**src/rtl/pwm_dz_pair.sv**
```systemverilog
module pwm_dz_pair #(
  parameter int CW = 16,
  parameter int PW = 8,
  parameter int DW = 8
) (
  input  logic          clk,
  input  logic          rst_n,
  input  logic [CW-1:0] period,
  input  logic [CW-1:0] duty_a,
  input  logic [CW-1:0] duty_b,
  input  logic [PW-1:0] prescale,
  input  logic [2:0]    div_sel,
  input  logic [DW-1:0] dead_time,
  input  logic          comp_en,
  input  logic          cap_rise_en,
  input  logic          cap_fall_en,
  input  logic          cap_in,
  output logic          pwm_a,
  output logic          pwm_b,
  output logic          period_irq,
  output logic          cap_irq,
  output logic [CW-1:0] cap_val
);
  localparam int DIVW = 4;

  logic [PW-1:0]   pre_cnt;
  logic [DIVW-1:0] div_cnt;
  logic [DIVW-1:0] div_mask;
  logic            pre_tick, tick, wrap;
  logic [CW-1:0]   cnt, per_q, da_q, db_q;
  logic            ra_q, rb_q;
  logic [DW-1:0]   dz;
  logic [2:0]      cap_sync;
  logic            cap_rise, cap_fall, cap_ev;

  always_comb begin
    case (div_sel)
      3'd0:    div_mask = 4'b0000;
      3'd1:    div_mask = 4'b0001;
      3'd2:    div_mask = 4'b0011;
      3'd3:    div_mask = 4'b0111;
      default: div_mask = 4'b1111;
    endcase
  end

  assign pre_tick = pre_cnt >= prescale;
  assign tick     = pre_tick && ((div_cnt & div_mask) == div_mask);
  assign wrap     = tick && (cnt == per_q);

  always_ff @(posedge clk or negedge rst_n) begin
    if (!rst_n) begin
      pre_cnt    <= '0;
      div_cnt    <= '0;
      cnt        <= '0;
      per_q      <= '0;
      da_q       <= '0;
      db_q       <= '0;
      period_irq <= 1'b0;
    end else begin
      pre_cnt    <= pre_tick ? '0 : pre_cnt + 1'b1;
      if (pre_tick) div_cnt <= div_cnt + 1'b1;
      period_irq <= wrap;
      if (wrap) begin
        cnt   <= '0;
        per_q <= period;
        da_q  <= duty_a;
        db_q  <= duty_b;
      end else if (tick) begin
        cnt <= cnt + 1'b1;
      end
    end
  end

  always_ff @(posedge clk or negedge rst_n) begin
    if (!rst_n) begin
      ra_q <= 1'b0;
      rb_q <= 1'b0;
      dz   <= '0;
    end else begin
      ra_q <= cnt < da_q;
      rb_q <= cnt < db_q;
      if (comp_en && ((cnt < da_q) != ra_q)) dz <= dead_time;
      else if (pre_tick && dz != '0)         dz <= dz - 1'b1;
    end
  end

  assign pwm_a = comp_en ? (ra_q && dz == '0)  : ra_q;
  assign pwm_b = comp_en ? (!ra_q && dz == '0) : rb_q;

  assign cap_rise = cap_sync[1] && !cap_sync[2];
  assign cap_fall = !cap_sync[1] && cap_sync[2];
  assign cap_ev   = (cap_rise && cap_rise_en) || (cap_fall && cap_fall_en);

  always_ff @(posedge clk or negedge rst_n) begin
    if (!rst_n) begin
      cap_sync <= '0;
      cap_irq  <= 1'b0;
      cap_val  <= '0;
    end else begin
      cap_sync <= {cap_sync[1:0], cap_in};
      cap_irq  <= cap_ev;
      if (cap_ev) cap_val <= cnt;
    end
  end
endmodule

```
**config.mk**
```make
export PLATFORM = sky130hd
export DESIGN_NAME = pwm_dz_pair
export DESIGN_NICKNAME = d
export VERILOG_FILES = /design/src/rtl/pwm_dz_pair.sv
export SDC_FILE = /design/constraint.sdc
export NUM_CORES = 1
export LEC_CHECK = 0
export CORE_AREA = 2 2 112 114
export CTS_BUF_LIST = sky130_fd_sc_hd__clkbuf_8
export CTS_CLUSTER_SIZE = 12
export DETAILED_ROUTE_END_ITERATION = 8
export DIE_AREA = 0 0 114 116
export DONT_BUFFER_PORTS = 1
export GPL_ROUTABILITY_DRIVEN = 0
export PLACE_DENSITY = 0.67
export SYNTH_ARGS = -nofsm -noshare
export SYNTH_HDL_FRONTEND = slang
export SYNTH_SLANG_ARGS = --single-unit
```
**constraint.sdc**
```tcl
create_clock -name clk -period 2.17 [get_ports clk]
set_input_delay 0.434 -clock clk [delete_from_list [all_inputs] [get_ports clk]]
set_output_delay 0.434 -clock clk [all_outputs]
set_load 0.03 [all_outputs]
```
==> impl_metrics.py, run 1 <==
metrics = {
    "worst_setup_path": {
        "path_delay_family": "simple AND/OR/NAND/NOR gates",
        "crit_chain": "or3_4 -> or3_4 -> a21boi_2 -> buf_6",
        "crit_fanout": 3,
        "critPathLaunchType": "register",
        "crit_buf_inv": 1,
        "required_ns": 1.74,
        "cp_slowest_cell": "dfrtp_1",
        "end_kind": "primary output",
        "crit_path_frequent_cell": "or3_4",
        "regToRegEndpoint": "da_q[9]",
        "max_stage_delay_ns": 0.40,
        "worstRegToRegCells": 7,
        "worst-endpoint-arrival_ns": 1.91,
        "r2r_slack_ns": -0.15,
        "r2r_start": "pre_cnt[4]",
        "critical_path_class": "reg2out",
    },
    "synth": {
        "syn_avg_cell_area_sq_um": 11.7,
        "synth_top_family_by_area": "multiplexers",
        "synth_edf_count": 0,
        "postSynthCellCount": 502,
        "synth-adder-area-share": 0.0892,
        "synthMuxAreaShare": 0.170,
        "synth_common_cells": "107 x dfrtp_1, 48 x mux2_4, 47 x inv_1",
        "syn-num-nets": 617,
        "yosys.area.top_type": "dfrtp_1",
        "synth_top_area_frac": 0.455,
        "synth-seq-cells": 107,
        "yosys_warnings": 0,
        "synthMostInstantiatedCell": "dfrtp_1",
        "synth_xor_area_frac": 0.0625,
        "synth_compound_area_frac": 0.0597,
        "synth.distinct_cells": 46,
        "seq_area_frac_synth": 0.455,
        "synth_simple_gate_area_share": 0.105,
        "yosys-top-cells-area": "dfrtp_1 45%, mux2_4 12%, ha_1 8.9%",
        "syn_area_sq_mm": 0.00589,
        "async_reset_ff_frac": 1.00,
        "synthFlopType": "dfrtp_1",
    },
    "cells_and_area": {
        "final_core_util": 0.608,
        "diodes": 0,
        "finalNetCount": 683,
        "fillers": 927,
        "drive_above_1_share": 0.376,
        "final_area_sq_mm": 0.00724,
        "area.growth.synth_to_final_pct": 22.9,
    },
    "global_route": {
        "grt_util_met1": 0.257,
        "grt_use_met2": 0.334,
        "antenna_found_initial": 0,
        "grt_pass1_wl_mm": 20.7,
        "met3_usage": 0.0706,
        "track_usage": 0.206,
        "grt_max_degree": 108,
        "grt_remaining_overflow": 0,
        "grt_pass1_vias": 4191,
        "grt-busiest-layer": "met2",
    },
    "floorplanning": {
        "core_area_sq_mm": 0.0119,
        "fp.dieW_um": 114,
        "io_pins": 93,
        "std_cell_rows": 40,
        "die_h_um": 116,
        "start_util": 0.494,
        "die-area_sq_mm": 0.0132,
    },
    "timing": {
        "skew_ns": 0.0163,
        "rsz0062_at_grt": "yes",
        "fin_ws_ns": -0.171,
        "finalCritPeriodShare": 1.08,
        "final.min_clock_period_ns": 2.34,
        "setup_violations": 54,
        "tightestPinTransition_ns": 1.04,
        "finalSetupTns_ns": -5.83,
        "hold_viol_final": 107,
        "fin_worst_hold_slack_ns": -0.281,
        "maxSlewViolCount": 0,
        "max_freq_mhz": 427,
        "max_slew_margin": 0.309,
    },
    "routing": {
        "drt-total-wl_mm": 13.4,
        "drtPass1Iterations": 4,
        "vias_per_cell": 5.51,
        "vias": 3960,
        "drt_iter0_markers": 259,
        "drcViolationCount": 0,
        "wl_per_cell_um": 18.6,
        "ant_nets": 0,
    },
    "cts": {
        "max-clock-path-buffers": 2,
        "cts-root-buf": "clkbuf_8",
        "cts.reportedPaths.clkPinSlew_ns": 0.11,
        "clkSinkCount": 107,
        "clkLatencyLatePin_ns": 0.40,
        "cts_buffers": 9,
        "cts_max_level": 3,
        "cts_tree": "yes",
    },
    "power_and_ir_drop": {
        "ir_drop_mv": 0.596,
        "powerDensity_mw_per_mm2": 988,
        "power_leakage_nw": 3.32,
    },
    "place": {
        "portBuffers": 0,
        "hpwl_mm": 9.34,
        "place_area_sq_mm": 0.00640,
    },
    "run": {
        "maxCapViolations": 0,
    },
    "outcome": {
        "violations": "hold timing, setup timing",
        "outcome": "finished with violations",
    },
    "hold_path": {
        "hold_path.class": "in2async",
    },
}
final cells by class:
cell class,count,area [sq um],area share
well taps,147,184,0.0254
inverters,47,176,0.0244
clock buffers,12,165,0.0228
clock inverters,3,46.3,0.00639
multi-input cells,331,3250,0.449
repair buffers,72,742,0.102
flip-flops and latches,107,2680,0.370
worst register-to-register path, cell delays in order, from the launching register on:
cell,delay [ns]
dfrtp_1,0.42
ha_1,0.30
nand4_1,0.13
o31a_1,0.41
nor2_4,0.16
and2_4,0.29
clkbuf_16,0.21
mux2_4,0.30
routing by layer:
layer | up-vias | share of wire | wire [um]
li1 | 1873 | - | -
met1 | 1965 | 0.43 | 5760
met2 | 104 | 0.49 | 6590
met3 | 18 | 0.057 | 760
met4 | 0 | 0.018 | 237
met5 | - | 0 | 0
worst max-delay path by stage:
| stage | start | end | slack (ns) | cells after the start |
|---|---|---|---|---|
| after global routing | pre_cnt[6] | da_q[9] | -0.25 | 7 |
| after global placement | prescale[0] | da_q[14] | -0.10 | 8 |
| after CTS | dz[4] | pwm_b | -0.17 | 4 |
| final | dz[4] | pwm_a | -0.17 | 4 |
| after floorplan | pre_cnt[0] | per_q[10] | -0.10 | 11 |
| after detailed placement | cnt[2] | dz[3] | -0.16 | 8 |
cell families (layout without fill, tap and decap cells):
kind of cell / Yosys count / count (layout)
xor+xnor: 42 / 42
compound gates: 54 / 54
fa+ha+maj: 42 / 42
buf+inv: 65 / 134
mux: 73 / 73
flops: 107 / 107
simple gates: 119 / 120
placed cells by master, fill, tap and decap left out, types with 5 or more instances in the layout:
master	synthesis	routed
dfrtp_1	107	107
buf_4	0	53
mux2_4	48	52
inv_1	47	45
ha_1	42	32
xnor2_1	34	30
nor2_1	28	24
mux2_2	22	21
nand2_1	22	19
nand3_1	16	16
nand4_1	14	14
clkbuf_8	0	12
a21oi_1	15	10
ha_4	0	10
o21ai_1	1	8
xor2_1	8	8
buf_6	3	7
o21ai_0	15	6
nor3_1	10	6
buf_12	4	6
a21oi_2	0	5
nand2b_1	5	5
a21o_1	5	5
state kept, by name, indices dropped and copies added (netlist names):
signal and count:
da_q 16, period_irq 1, cap_irq 1, div_cnt 4
db_q 16, ra_q 1, cap_val 16, per_q 16
pre_cnt 8, dz 8, rb_q 1, cap_sync 3
cnt 16
metrics by stage:
step	total power [mW]	std cells	setup slack, ns
2_1_floorplan	4.58	502	-0.102
3_3_place_gp	5.26	682	-0.103
3_5_place_dp	5.38	682	-0.155
4_1_cts	6.86	707	-0.170
5_1_grt	7.62	719	-0.250
6_report	7.15	719	-0.171
power breakdown:
part | total (mW) | switching, mW | internal (mW)
sequential | 2.91 | 0.426 | 2.48
clock | 1.31 | 0.685 | 0.624
combinational | 2.94 | 1.27 | 1.67
timing repair:
action | CTS | global route
gates resized for setup | 20 | 59
cloned | 2 | 5
setup buffers | 8 | 9
setup endpoints to repair | 62 | 71
pin swaps | 9 | 27
hold endpoints to repair | 107 | 107
No activity file was read; power rests on OpenSTA's default activity.
==> run 2, diff against run 1 <==
--- a/config.mk
+++ b/config.mk
@@ -5,6 +5,8 @@
 export SDC_FILE = /design/constraint.sdc
 export NUM_CORES = 1
 export LEC_CHECK = 0
+export ABC_AREA = 1
+export CAP_MARGIN = 0
 export CORE_AREA = 2 2 112 114
 export CTS_BUF_LIST = sky130_fd_sc_hd__clkbuf_8
 export CTS_CLUSTER_SIZE = 12
@@ -12,7 +14,7 @@
 export DIE_AREA = 0 0 114 116
 export DONT_BUFFER_PORTS = 1
 export GPL_ROUTABILITY_DRIVEN = 0
-export PLACE_DENSITY = 0.67
+export PLACE_DENSITY = 0.66
 export SYNTH_ARGS = -nofsm -noshare
 export SYNTH_HDL_FRONTEND = slang
 export SYNTH_SLANG_ARGS = --single-unit
==> run 2 against run 1 <==
- the flow still finishes with violations (hold timing, setup timing)
- sequential power hardly changed
- clock skew shrank 0.00082 ns
- largest power group is now registers
- worst hold slack better by 0.021 ns
- die area did not move
==> impl_metrics.py, run 2 <==
metrics = {
    "synth": {
        "synth.distinct_cells": 43,
        "async_reset_ff_frac": 1.00,
        "synthFlopType": "dfrtp_1",
        "yosys-top-cells-area": "dfrtp_1 46%, nand2_1 9.9%, ha_1 9.0%",
        "synth_common_cells": "155 x nand2_1, 107 x dfrtp_1, 86 x inv_1",
        "syn-num-nets": 794,
        "synth_edf_count": 0,
        "seq_area_frac_synth": 0.458,
        "postSynthCellCount": 679,
        "syn_avg_cell_area_sq_um": 8.61,
        "synthMostInstantiatedCell": "nand2_1",
        "synth-seq-cells": 107,
        "synth_top_area_frac": 0.458,
        "yosys_warnings": 0,
        "yosys.area.top_type": "dfrtp_1",
        "syn_area_sq_mm": 0.00585,
    },
    "worst_setup_path": {
        "worstRegToRegCells": 10,
        "critPathLaunchType": "register",
        "crit_fanout": 3,
        "regToRegEndpoint": "db_q[6]",
        "end_kind": "primary output",
        "required_ns": 1.74,
        "critical_path_class": "reg2out",
        "endpoint": "pwm_b",
        "r2r_start": "pre_cnt[5]",
        "r2r_slack_ns": 0.10,
        "critPathLaunch": "dz[0]",
        "worst-endpoint-arrival_ns": 1.81,
    },
    "power_and_ir_drop": {
        "power_leakage_nw": 3.44,
        "powerDensity_mw_per_mm2": 916,
        "ir_drop_mv": 0.784,
        "total_power_mw": 6.18,
    },
    "timing": {
        "max_slew_margin": 0.721,
        "tightestPinTransition_ns": 0.416,
        "skew_ns": 0.0155,
        "final.min_clock_period_ns": 2.24,
        "hold_viol_final": 107,
        "max_freq_mhz": 446,
        "finalCritPeriodShare": 1.03,
        "fin_ws_ns": -0.0723,
        "setup_violations": 2,
        "finalSetupTns_ns": -0.122,
        "rsz0062_at_grt": "yes",
        "maxSlewViolCount": 0,
        "fin_worst_hold_slack_ns": -0.260,
    },
    "cells_and_area": {
        "register_area_sq_mm": 0.00269,
        "final_core_util": 0.566,
        "area.growth.synth_to_final_pct": 15.3,
        "finalNetCount": 834,
        "layout.cells.non_filler": 871,
        "fillers": 1055,
        "diodes": 0,
        "layout_commonest_cell": "nand2_1",
        "final_cell_mix": "151 x nand2_1, 100 x dfrtp_1, 83 x inv_1",
        "drive_above_1_share": 0.182,
        "multiInputGateArea_sq_mm": 0.00283,
    },
    "floorplanning": {
        "die-area_sq_mm": 0.0132,
        "start_util": 0.491,
        "fp.dieW_um": 114,
        "core_area_sq_mm": 0.0119,
        "io_pins": 93,
        "std_cell_rows": 40,
        "die_h_um": 116,
    },
    "outcome": {
        "outcome": "finished with violations",
        "violations": "hold timing, setup timing",
    },
    "place": {
        "hpwl_mm": 9.27,
        "placed_cells": 826,
        "place_ws_ns": 0.0207,
        "portBuffers": 0,
    },
    "global_route": {
        "grt_remaining_overflow": 0,
        "track_usage": 0.209,
        "antenna_found_initial": 0,
        "grt_pass1_wl_mm": 21.6,
        "grt_pass1_vias": 4444,
        "grt_max_degree": 108,
    },
    "cts": {
        "cts_max_level": 3,
        "cts_tree": "yes",
        "clkSinkCount": 107,
        "cts.reportedPaths.clkPinSlew_ns": 0.11,
        "cts-root-buf": "clkbuf_8",
        "cts_buffers": 9,
        "max-clock-path-buffers": 2,
        "clkLatencyLatePin_ns": 0.39,
    },
    "hold_path": {
        "hold_path.class": "in2async",
    },
    "routing": {
        "vias_per_cell": 5.30,
        "ant_nets": 0,
        "drt_iter0_markers": 312,
        "drt-total-wl_mm": 13.6,
        "vias": 4616,
        "wl_per_cell_um": 15.6,
        "drcViolationCount": 0,
        "drtPass1Iterations": 5,
    },
    "run": {
        "maxCapViolations": 0,
    },
}
==> run 2: cell types whose count changed after synthesis, sizes merged, moves of 24 or more <==
cell	change
o21ai	+40
nand2	+146
inv	+43
nor2	+24
mux2	-69
a21oi	+24
==> run 2: worst min path at each step <==
stage                      from          to  slack [ns]
after floorplan           rst_n     cap_irq        0.14
after global placement    rst_n  pre_cnt[0]        0.14
after detailed placement  rst_n     cap_irq        0.14
after CTS                 rst_n      cnt[8]       -0.29
after global routing      rst_n      cnt[9]       -0.30
final                     rst_n     da_q[6]       -0.26
==> run 2: timing repair <==
action | CTS | global route
setup buffers | 12 | 15
pin swaps | 3 | 14
endpoints found under the setup margin | 2 | 17
hold endpoints to repair | 107 | 107
cloned | 0 | 4
gates resized for setup | 9 | 35
==> run 2: metal layers <==
layer,GRT usage,vias to the layer above,part of all wire,routed length (um)
li1,-,2288,-,-
met2,0.359,139,0.48,6590
met1,0.262,2161,0.44,5980
met4,0.0683,0,0.021,282
met5,0,-,0,0
met3,0.0507,28,0.055,747
==> run 2: critical path, stage by stage (launching register included) <==
cell	delay (ns)
dfrtp_1	0.41
inv_2	0.08
ha_4	0.14
nand4_1	0.13
or3_4	0.38
nor2_2	0.09
mux2_4	0.21
==> run 2: cell families (layout without fill, tap and decap cells) <==
kind of cell / Yosys count / in the layout / synth area share
simple gates: 286 / 287 / 0.221
buf+inv: 110 / 154 / 0.0837
flops: 107 / 107 / 0.458
compound gates: 103 / 103 / 0.0995
fa+ha+maj: 42 / 42 / 0.0899
xor+xnor: 27 / 27 / 0.0404
mux: 4 / 4 / 0.00770
==> run 2: layout make-up <==
cell class	instances	area share
clock inverter	5	0.00909
clock buffer	11	0.0224
sequential	107	0.398
timing repair buffer	48	0.0727
multi-input combinational	463	0.419
tap	147	0.0273
inverter	90	0.0510
==> run 2: power by group <==
part           total (mW)  switching, mW  internal (mW)
Sequential           2.91          0.580           2.33
Combinational        1.97           1.04          0.922
Clock                1.30          0.696          0.601
Total                6.18           2.32           3.86
==> run 2: through the flow <==
stage          hold WS, ns  area, sq um
3_3_place_gp         0.144         6060
5_1_grt             -0.303         6750
3_5_place_dp         0.142         6060
4_1_cts             -0.287         6390
6_report            -0.260         6750
2_1_floorplan        0.138         5850
